## config.mk

```make
export PLATFORM = sky130hd
export DESIGN_NAME = errfmt_pins
export DESIGN_NICKNAME = d
export VERILOG_FILES = /design/src/rtl/errfmt_pkg.sv /design/src/rtl/errfmt_edge.sv /design/src/rtl/errfmt_timer.sv /design/src/rtl/errfmt_drive.sv /design/src/rtl/errfmt_pins.sv
export SDC_FILE = /design/constraint.sdc
export NUM_CORES = 1
export LEC_CHECK = 0
export CAP_MARGIN = 20
export CORE_ASPECT_RATIO = 1.25
export CORE_MARGIN = 2
export CORE_UTILIZATION = 54
export CTS_CLUSTER_DIAMETER = 30
export DETAILED_ROUTE_END_ITERATION = 16
export DONT_BUFFER_PORTS = 1
export GPL_ROUTABILITY_DRIVEN = 0
export GPL_TIMING_DRIVEN = 1
export PLACE_DENSITY = 0.76
export SYNTH_ARGS = -nofsm -noshare
export SYNTH_HDL_FRONTEND = slang
export SYNTH_SLANG_ARGS = --single-unit
```

## constraint.sdc

```tcl
create_clock -name clk -period 2.84 [get_ports clk]
set_input_delay 0.71 -clock clk [delete_from_list [all_inputs] [get_ports clk]]
set_output_delay 0.71 -clock clk [all_outputs]
set_load 0.02 [all_outputs]
```

## src/rtl/errfmt_pkg.sv

```systemverilog
package errfmt_pkg;

    typedef enum logic [1:0] {
        FMT_LVL_HI = 2'd0,
        FMT_LVL_LO = 2'd1,
        FMT_PUL_HI = 2'd2,
        FMT_PUL_LO = 2'd3
    } fmt_e;

    localparam int SEL_W = 2;

    function automatic logic is_pulse(input fmt_e f);
        return f[1];
    endfunction

    // Level the pin takes when nothing is being signalled.
    function automatic logic idle_level(input fmt_e f);
        return f[0];
    endfunction

endpackage

```

## src/rtl/errfmt_edge.sv

```systemverilog
module errfmt_edge (
    input  logic clk,
    input  logic rst,
    input  logic evt_i,
    output logic rise_o
);
    logic evt_q;

    always_ff @(posedge clk) begin
        if (rst) evt_q <= 1'b0;
        else     evt_q <= evt_i;
    end

    assign rise_o = evt_i & ~evt_q;
endmodule

```

## src/rtl/errfmt_timer.sv

```systemverilog
module errfmt_timer
    import errfmt_pkg::*;
#(
    parameter int WIDTH_W = 8
) (
    input  logic               clk,
    input  logic               rst,
    input  fmt_e               fmt_i,
    input  logic               evt_i,
    input  logic               rise_i,
    input  logic [WIDTH_W-1:0] width_i,
    output logic               run_o
);
    fmt_e               fmt_q;
    logic               active;
    logic [WIDTH_W-1:0] cnt;
    logic [WIDTH_W-1:0] width_q;
    logic               chg;

    assign chg = (fmt_i != fmt_q);

    always_ff @(posedge clk) begin
        if (rst) begin
            fmt_q   <= FMT_LVL_HI;
            active  <= 1'b0;
            cnt     <= '0;
            width_q <= '0;
        end else begin
            fmt_q <= fmt_i;
            if (chg) begin
                active <= 1'b0;
            end else if (active) begin
                if (cnt == '0) active <= 1'b0;
                else           cnt    <= cnt - 1'b1;
            end else if (rise_i && is_pulse(fmt_i)) begin
                active  <= 1'b1;
                cnt     <= width_i;
                width_q <= width_i;
            end
        end
    end

    assign run_o = active & ~chg & ~rst;

    AST_PULSE_START: assert property (@(posedge clk) disable iff (rst)
        $rose(active) |-> ($past(evt_i) && is_pulse($past(fmt_i))));
    AST_NO_RESTART: assert property (@(posedge clk) disable iff (rst)
        (active && $past(active)) |-> (cnt == WIDTH_W'($past(cnt) - 1'b1)));
    AST_WIDTH_HELD: assert property (@(posedge clk) disable iff (rst)
        active |-> (cnt <= width_q));
    AST_ABORT: assert property (@(posedge clk) disable iff (rst)
        chg |=> !active);
endmodule

```

## src/rtl/errfmt_drive.sv

```systemverilog
module errfmt_drive
    import errfmt_pkg::*;
(
    input  fmt_e fmt_i,
    input  logic run_i,
    input  logic cond_i,
    output logic pin_o
);
    logic asserted;

    always_comb begin
        if (is_pulse(fmt_i)) asserted = run_i;
        else                 asserted = cond_i;
        pin_o = asserted ^ idle_level(fmt_i);
    end
endmodule

```

## src/rtl/errfmt_pins.sv

```systemverilog
module errfmt_pins
    import errfmt_pkg::*;
#(
    parameter int NUM_PINS = 2,
    parameter int WIDTH_W  = 8
) (
    input  logic                        clk,
    input  logic                        rst,
    input  logic [NUM_PINS-1:0]         evt_i,
    input  logic [NUM_PINS-1:0]         cond_i,
    input  logic [SEL_W*NUM_PINS-1:0]   fmt_sel_i,
    input  logic [WIDTH_W*NUM_PINS-1:0] width_i,
    output logic [NUM_PINS-1:0]         pin_o
);
    genvar gi;
    generate
        for (gi = 0; gi < NUM_PINS; gi++) begin : g_ch
            fmt_e fmt_raw;
            fmt_e fmt_eff;
            logic rise;
            logic run;

            assign fmt_raw = fmt_e'(fmt_sel_i[SEL_W*gi +: SEL_W]);
            assign fmt_eff = rst ? FMT_LVL_HI : fmt_raw;

            errfmt_edge u_edge (
                .clk    (clk),
                .rst    (rst),
                .evt_i  (evt_i[gi]),
                .rise_o (rise)
            );

            errfmt_timer #(.WIDTH_W(WIDTH_W)) u_timer (
                .clk     (clk),
                .rst     (rst),
                .fmt_i   (fmt_raw),
                .evt_i   (evt_i[gi]),
                .rise_i  (rise),
                .width_i (width_i[WIDTH_W*gi +: WIDTH_W]),
                .run_o   (run)
            );

            errfmt_drive u_drive (
                .fmt_i  (fmt_eff),
                .run_i  (run),
                .cond_i (cond_i[gi]),
                .pin_o  (pin_o[gi])
            );

            AST_LEVEL_FOLLOW: assert property (@(posedge clk) disable iff (rst)
                !is_pulse(fmt_raw) |-> (pin_o[gi] == (cond_i[gi] ^ fmt_raw[0])));
            AST_IDLE_QUIET: assert property (@(posedge clk) disable iff (rst)
                (is_pulse(fmt_raw) && !run) |-> (pin_o[gi] == fmt_raw[0]));
        end
    endgenerate
endmodule

```

==> flow_summary.yaml, run 1 <==
pwr:
  sw_frac_of_total: 0.267
  p_seq_frac: 0.569
  p_leak_nw: 0.550
  ir_drop_uv: 285
  switchingPower_uw: 169
  p_comb_frac: 0.149
  pwr-share-clk: 0.283
  power.density_nw_per_um2: 419
  internal-power_uw: 463
synthesis:
  ys_warn_count: 0
  synth_edf_count: 0
  syn-instance-count: 173
  syn-num-nets: 203
  ys_types: 48
  synth-seq-cells: 24
  synth_commonest_cells: "24 x dfxtp_1, 15 x a21oi_1, 14 x nor2_1, 9 x nand2_1, 8 x nor2b_1"
  syn_area_per_cell_um2: 8.59
  yosysSeqAreaShare: 0.323
  yosys-top-cells-area: "dfxtp_1 32%, a21oi_1 5.1%, nor2_1 3.5%, xor2_1 3.5%, ha_1 3.4%"
  syn_area_um2: 1490
  synth_top_area_frac: 0.323
  synthArstFlopShare: 0
  ys_dominant_reg_cell: "dfxtp_1"
  yosysMostFrequentCell: "dfxtp_1"
  synth_top_cell_by_area: "dfxtp_1"
die:
  die_y_um: 62.7
  std_cell_rows: 21
  fp.coreArea_um2: 2650
  dieWidth_um: 50.9
  ioPinCount: 28
  die_area_um2: 3190
  initial_utilization: 0.560
cells_and_area:
  filler_cell_count: 256
  finalNetCount: 198
  multi_input_area_um2: 921
  diodes: 0
  ff_latch_area_um2: 480
  area_growth_pct: 1.60
  design_area_um2: 1510
  drive_gt1_frac: 0.120
  instances_no_fill: 201
global_route:
  grt-busiest-layer: "met2"
  grtUsageMet3: 0.0239
  met2_usage: 0.381
  grt_remaining_overflow: 0
  grt_pass1_vias: 1294
  grt_pass1_wl_um: 5540
  grt_util_all_layers: 0.216
  antenna_found_initial: 0
  gr-usage-met1: 0.266
  grt_max_degree: 26
critical_path:
  crit_path_start_kind: "register"
  cp-startpoint: "g_ch[0].u_timer.active$_SDFF_PP0_"
  reg2reg_depth: 6
  reg2reg_to: "g_ch[1].u_timer.cnt[3]$_SDFFE_PP0P_"
  crit_path_max_fanout: 16
  critPathRequiredTime_ns: 2.13
  endpoint: "pin_o[0]"
  cp.arrival_ns: 1.84
  critical_path_class: "reg2out"
  end_kind: "output pin"
  r2r_start: "g_ch[1].u_timer.cnt[0]$_SDFFE_PP0P_"
  reg2reg_setup_slack_ns: 1.07
route:
  drt-total-wl_um: 3260
  drtPass1Iterations: 4
  drt_iter0_markers: 55
  vias: 1324
  drc: 0
  wl_per_cell_um: 16.2
  ant_nets: 0
  vias_per_cell: 6.59
sta:
  worst_slew_pin_slew_ns: 0.447
  fin_ws_ns: 0.295
  max_freq_mhz: 393
  grt_setup_unrepaired: "no"
  setup_tns_ns: 0
  relSlewSlack: 0.701
  fin_crit_sh: 0.896
  period_minus_slack_ns: 2.55
  clock_skew_ns: 0.00517
  finalSetupViolCount: 0
  hold_viol: 0
  drv_slew: 0
place:
  port_buffers: 0
  pre_cts_slack_ns: 0.366
  placed_cells: 197
  dp_hpwl_um: 2370
  post_dp_cell_area_um2: 1470
clocking:
  cts-resized-gates: 0
  clk_pin_slew_ns: 0.13
  clock_latency_ns: 0.31
  post-cts-setup-buffer-count: 0
  cts_max_path_buffers: 2
  htree_levels: 1
  root_buffer: "clkbuf_4"
  clock_sinks: 24
  numCtsBuffers: 3
  cts_hold_buffers: 0
  cts_tree: "yes"
outcome:
  outcome: "finished, final reports clean"
flow_run:
  drv_cap: 0
min_path:
  hold_class: "in2reg"
layout make-up:
class,count,share of cell area
well taps,34,0.0282
inverters,8,0.0199
flip-flops and latches,24,0.318
clock buffers,4,0.0240
multi-input cells,131,0.610
worst max-delay path, stage by stage (launching register included):
cell and delay [ns]:
dfxtp_1 0.54, inv_2 0.21, nor3_1 0.21, mux2_2 0.18, xor2_1 0.38
state kept, by name, indices dropped and copies added, names as in the netlist:
register,cells
g_ch.u_timer.cnt,16
g_ch.u_timer.active,2
g_ch.u_edge.evt_q,2
g_ch.u_timer.fmt_q,4
cell usage in the layout, fill, tap and decap left out, types with 3 or more instances in the layout:
cell type / count
ha_1: 4
inv_1: 6
o31ai_1: 6
nor2_1: 14
dfxtp_1: 24
o21ai_0: 4
nand2_1: 9
a21oi_1: 15
nand3_1: 4
nor2b_1: 8
o311ai_1: 5
and3_1: 5
a31oi_1: 3
o32ai_1: 4
xor2_1: 6
clkbuf_4: 3
nor3_1: 7
logic make-up (layout without fill, tap and decap cells):
logic type               after synthesis  after routing  share of synthesized area
buffers and inverters                 18             12                     0.0572
multiplexers                           2              2                     0.0152
adder cells (fa/ha/maj)                4              4                     0.0337
XOR/XNOR                               6              6                     0.0354
flip-flops                            24             24                      0.323
AO/OA/AOI/OAI                         54             54                      0.276
AND/OR/NAND/NOR                       65             65                      0.259
power groups by stage:
stage	Clock (mW)	Combinational, mW	Sequential, mW
final	0.179	0.0939	0.360
after global routing	0.201	0.105	0.361
after CTS	0.186	0.0935	0.359
after detailed placement	0	0.0930	0.367
after global placement	0	0.0895	0.366
after floorplan	0	0.0895	0.363
routing by layer:
layer  part of all wire  wire length (um)
met1               0.42              1380
met2               0.53              1730
met3              0.038               124
met4             0.0071                23
met5                  0                 0
worst min-delay path by stage:
stage	start	endpoint	slack (ns)	cells after the start
global route	rst	g_ch[0].u_timer.cnt[1]$_SDFFE_PP0P_	0.42	1
finish	rst	g_ch[1].u_timer.cnt[0]$_SDFFE_PP0P_	0.45	1
global placement	g_ch[0].u_timer.cnt[3]$_SDFFE_PP0P_	g_ch[0].u_timer.cnt[3]$_SDFFE_PP0P_	0.47	2
floorplan	g_ch[0].u_timer.cnt[3]$_SDFFE_PP0P_	g_ch[0].u_timer.cnt[3]$_SDFFE_PP0P_	0.46	2
detailed placement	g_ch[0].u_timer.cnt[3]$_SDFFE_PP0P_	g_ch[0].u_timer.cnt[3]$_SDFFE_PP0P_	0.49	2
CTS	rst	g_ch[1].u_timer.cnt[1]$_SDFFE_PP0P_	0.43	1
stage by stage:
stage,utilization,hold WS [ns],power [mW]
6_report,0.569,0.451,0.632
5_1_grt,0.569,0.417,0.667
3_5_place_dp,0.555,0.492,0.460
4_1_cts,0.569,0.429,0.639
3_3_place_gp,0.555,0.467,0.456
2_1_floorplan,-,0.456,0.452
No activity file was read; power rests on OpenSTA's default activity.
==> run 2: changes to the inputs <==
--- a/config.mk
+++ b/config.mk
@@ -15,6 +15,7 @@
 export GPL_ROUTABILITY_DRIVEN = 0
 export GPL_TIMING_DRIVEN = 1
 export PLACE_DENSITY = 0.76
+export SLEW_MARGIN = 20
 export SYNTH_ARGS = -nofsm -noshare
 export SYNTH_HDL_FRONTEND = slang
 export SYNTH_SLANG_ARGS = --single-unit
==> results of run 2 <==
Final layout, timing and power as in run 1 (identical DEF).
==> run 3: changes to the inputs <==
--- a/config.mk
+++ b/config.mk
@@ -14,6 +14,7 @@
 export DONT_BUFFER_PORTS = 1
 export GPL_ROUTABILITY_DRIVEN = 0
 export GPL_TIMING_DRIVEN = 1
+export MAX_ROUTING_LAYER = met4
 export PLACE_DENSITY = 0.76
 export SLEW_MARGIN = 20
 export SYNTH_ARGS = -nofsm -noshare
==> constraint.sdc (replaced) <==
create_clock -name clk -period 2.5 [get_ports clk]
set_input_delay 0.625 -clock clk [delete_from_list [all_inputs] [get_ports clk]]
set_output_delay 0.625 -clock clk [all_outputs]
set_load 0.02 [all_outputs]
==> flow_summary.yaml, run 3 (same netlist as run 1, synthesis figures left out) <==
critical_path:
  end_kind: "output pin"
  cpMostUsedCell: "xor2_1"
  crit_path_max_incr_delay_ns: 0.35
  reg2reg_setup_slack_ns: 0.75
  crit_path_start_kind: "register"
  critical_path_class: "reg2out"
  crit_path_max_fanout: 3
  cpLargestDelayFamily: "XOR/XNOR gates"
  critPathRequiredTime_ns: 1.88
  crit_chain: "xor2_1, nor3_1, mux2_2, xor2_1, buf_4"
  slowest_stage: "dfxtp_1"
  cp_num_buf_inv: 1
  cp.arrival_ns: 1.67
cells_and_area:
  top_regs: "g_ch.u_timer.cnt x16, g_ch.u_timer.fmt_q x4"
  diodes: 0
  top_register: "g_ch.u_timer.cnt"
  layout_common_cells: "23 x dfxtp_1, 15 x a21oi_1, 14 x nor2_1"
  filler_cell_count: 241
  area_growth_pct: 4.29
  layout_commonest_cell: "dfxtp_1"
  largest_reg_flops: 16
  finalNetCount: 201
  finish.utilization: 0.584
  drive_gt1_frac: 0.141
route:
  drt-total-wl_um: 3460
  drc: 0
  wl_per_cell_um: 16.9
  vias: 1348
  ant_nets: 0
  drt_iter0_markers: 58
  drtPass1Iterations: 4
  vias_per_cell: 6.61
sta:
  worst_slew_pin_slew_ns: 0.438
  finalSetupViolCount: 0
  setup_tns_ns: 0
  period_minus_slack_ns: 2.30
  relSlewSlack: 0.707
  clock_skew_ns: 0.00309
  fin_crit_sh: 0.918
  hold_viol: 0
  grt_setup_unrepaired: "no"
  drv_slew: 0
  max_freq_mhz: 436
  holdWs_ns: 0.356
die:
  dieWidth_um: 50.9
  fp.coreArea_um2: 2650
  initial_utilization: 0.560
  die_area_um2: 3190
  ioPinCount: 28
  std_cell_rows: 21
  die_y_um: 62.7
pwr:
  p_leak_nw: 0.572
  switchingPower_uw: 200
  p_seq_frac: 0.508
  pwr-share-clk: 0.351
  sw_frac_of_total: 0.249
  ir_drop_uv: 333
  p_comb_frac: 0.141
  internal-power_uw: 603
  power.density_nw_per_um2: 518
clocking:
  cts_hold_buffers: 0
  root_buffer: "clkbuf_4"
  numCtsBuffers: 3
  cts_tree: "yes"
  clock_latency_ns: 0.31
  post-cts-setup-buffer-count: 0
  clk_pin_slew_ns: 0.14
  cts-resized-gates: 0
  clock_sinks: 24
  cts_max_path_buffers: 2
  htree_levels: 1
outcome:
  outcome: "finished, final reports clean"
global_route:
  grt_remaining_overflow: 0
  grt_util_all_layers: 0.233
  grt_pass1_wl_um: 5750
  grt_pass1_vias: 1326
  grt_max_degree: 26
  antenna_found_initial: 0
place:
  dp_hpwl_um: 2540
  port_buffers: 0
min_path:
  hold_class: "in2reg"
flow_run:
  drv_cap: 0
run 3: worst paths after layout:
check | from | to | depth (start not counted)
max | g_ch[0].u_timer.fmt_q[1]$_DFF_P_ | pin_o[0] | 5
min | rst | g_ch[0].u_timer.cnt[0]$_SDFFE_PP0P_ | 1
max reg2reg | g_ch[1].u_timer.cnt[0]$_SDFFE_PP0P_ | g_ch[1].u_timer.cnt[7]$_SDFFE_PP0P_ | 6
min reg2reg | g_ch[0].u_timer.cnt[3]$_SDFFE_PP0P_ | g_ch[0].u_timer.cnt[3]$_SDFFE_PP0P_ | 2
run 3: layout make-up:
type	instances	area, um2	area share
clock inverters	1	30.0	0.0194
clock buffers	3	22.5	0.0145
multi-input cells	131	921	0.594
inverters	8	30.0	0.0194
flip-flops and latches	24	482	0.311
well taps	34	42.5	0.0274
repair buffers	3	22.5	0.0145
run 3: power groups by stage:
stage	logic (mW)	registers [mW]	clock network, mW
5_1_grt	0.125	0.409	0.299
4_1_cts	0.112	0.408	0.287
3_3_place_gp	0.106	0.415	0
3_5_place_dp	0.112	0.416	0
6_report	0.113	0.408	0.282
2_1_floorplan	0.102	0.412	0
run 3: per-stage QoR:
step | cell area (um2) | std cells | setup slack (ns) | power, mW
4_1_cts | 1550 | 204 | 0.0576 | 0.807
6_report | 1550 | 204 | 0.204 | 0.803
3_5_place_dp | 1500 | 200 | 0.249 | 0.528
2_1_floorplan | 1490 | 173 | 0.331 | 0.514
5_1_grt | 1550 | 204 | 0.0576 | 0.833
3_3_place_gp | 1500 | 200 | 0.300 | 0.522
run 3: per-layer routing:
| layer | wire [um] | global-route usage |
|---|---|---|
| met5 | 0 | - |
| met4 | 51 | 0.0912 |
| met3 | 157 | 0.0431 |
| met2 | 1860 | 0.416 |
| met1 | 1390 | 0.246 |
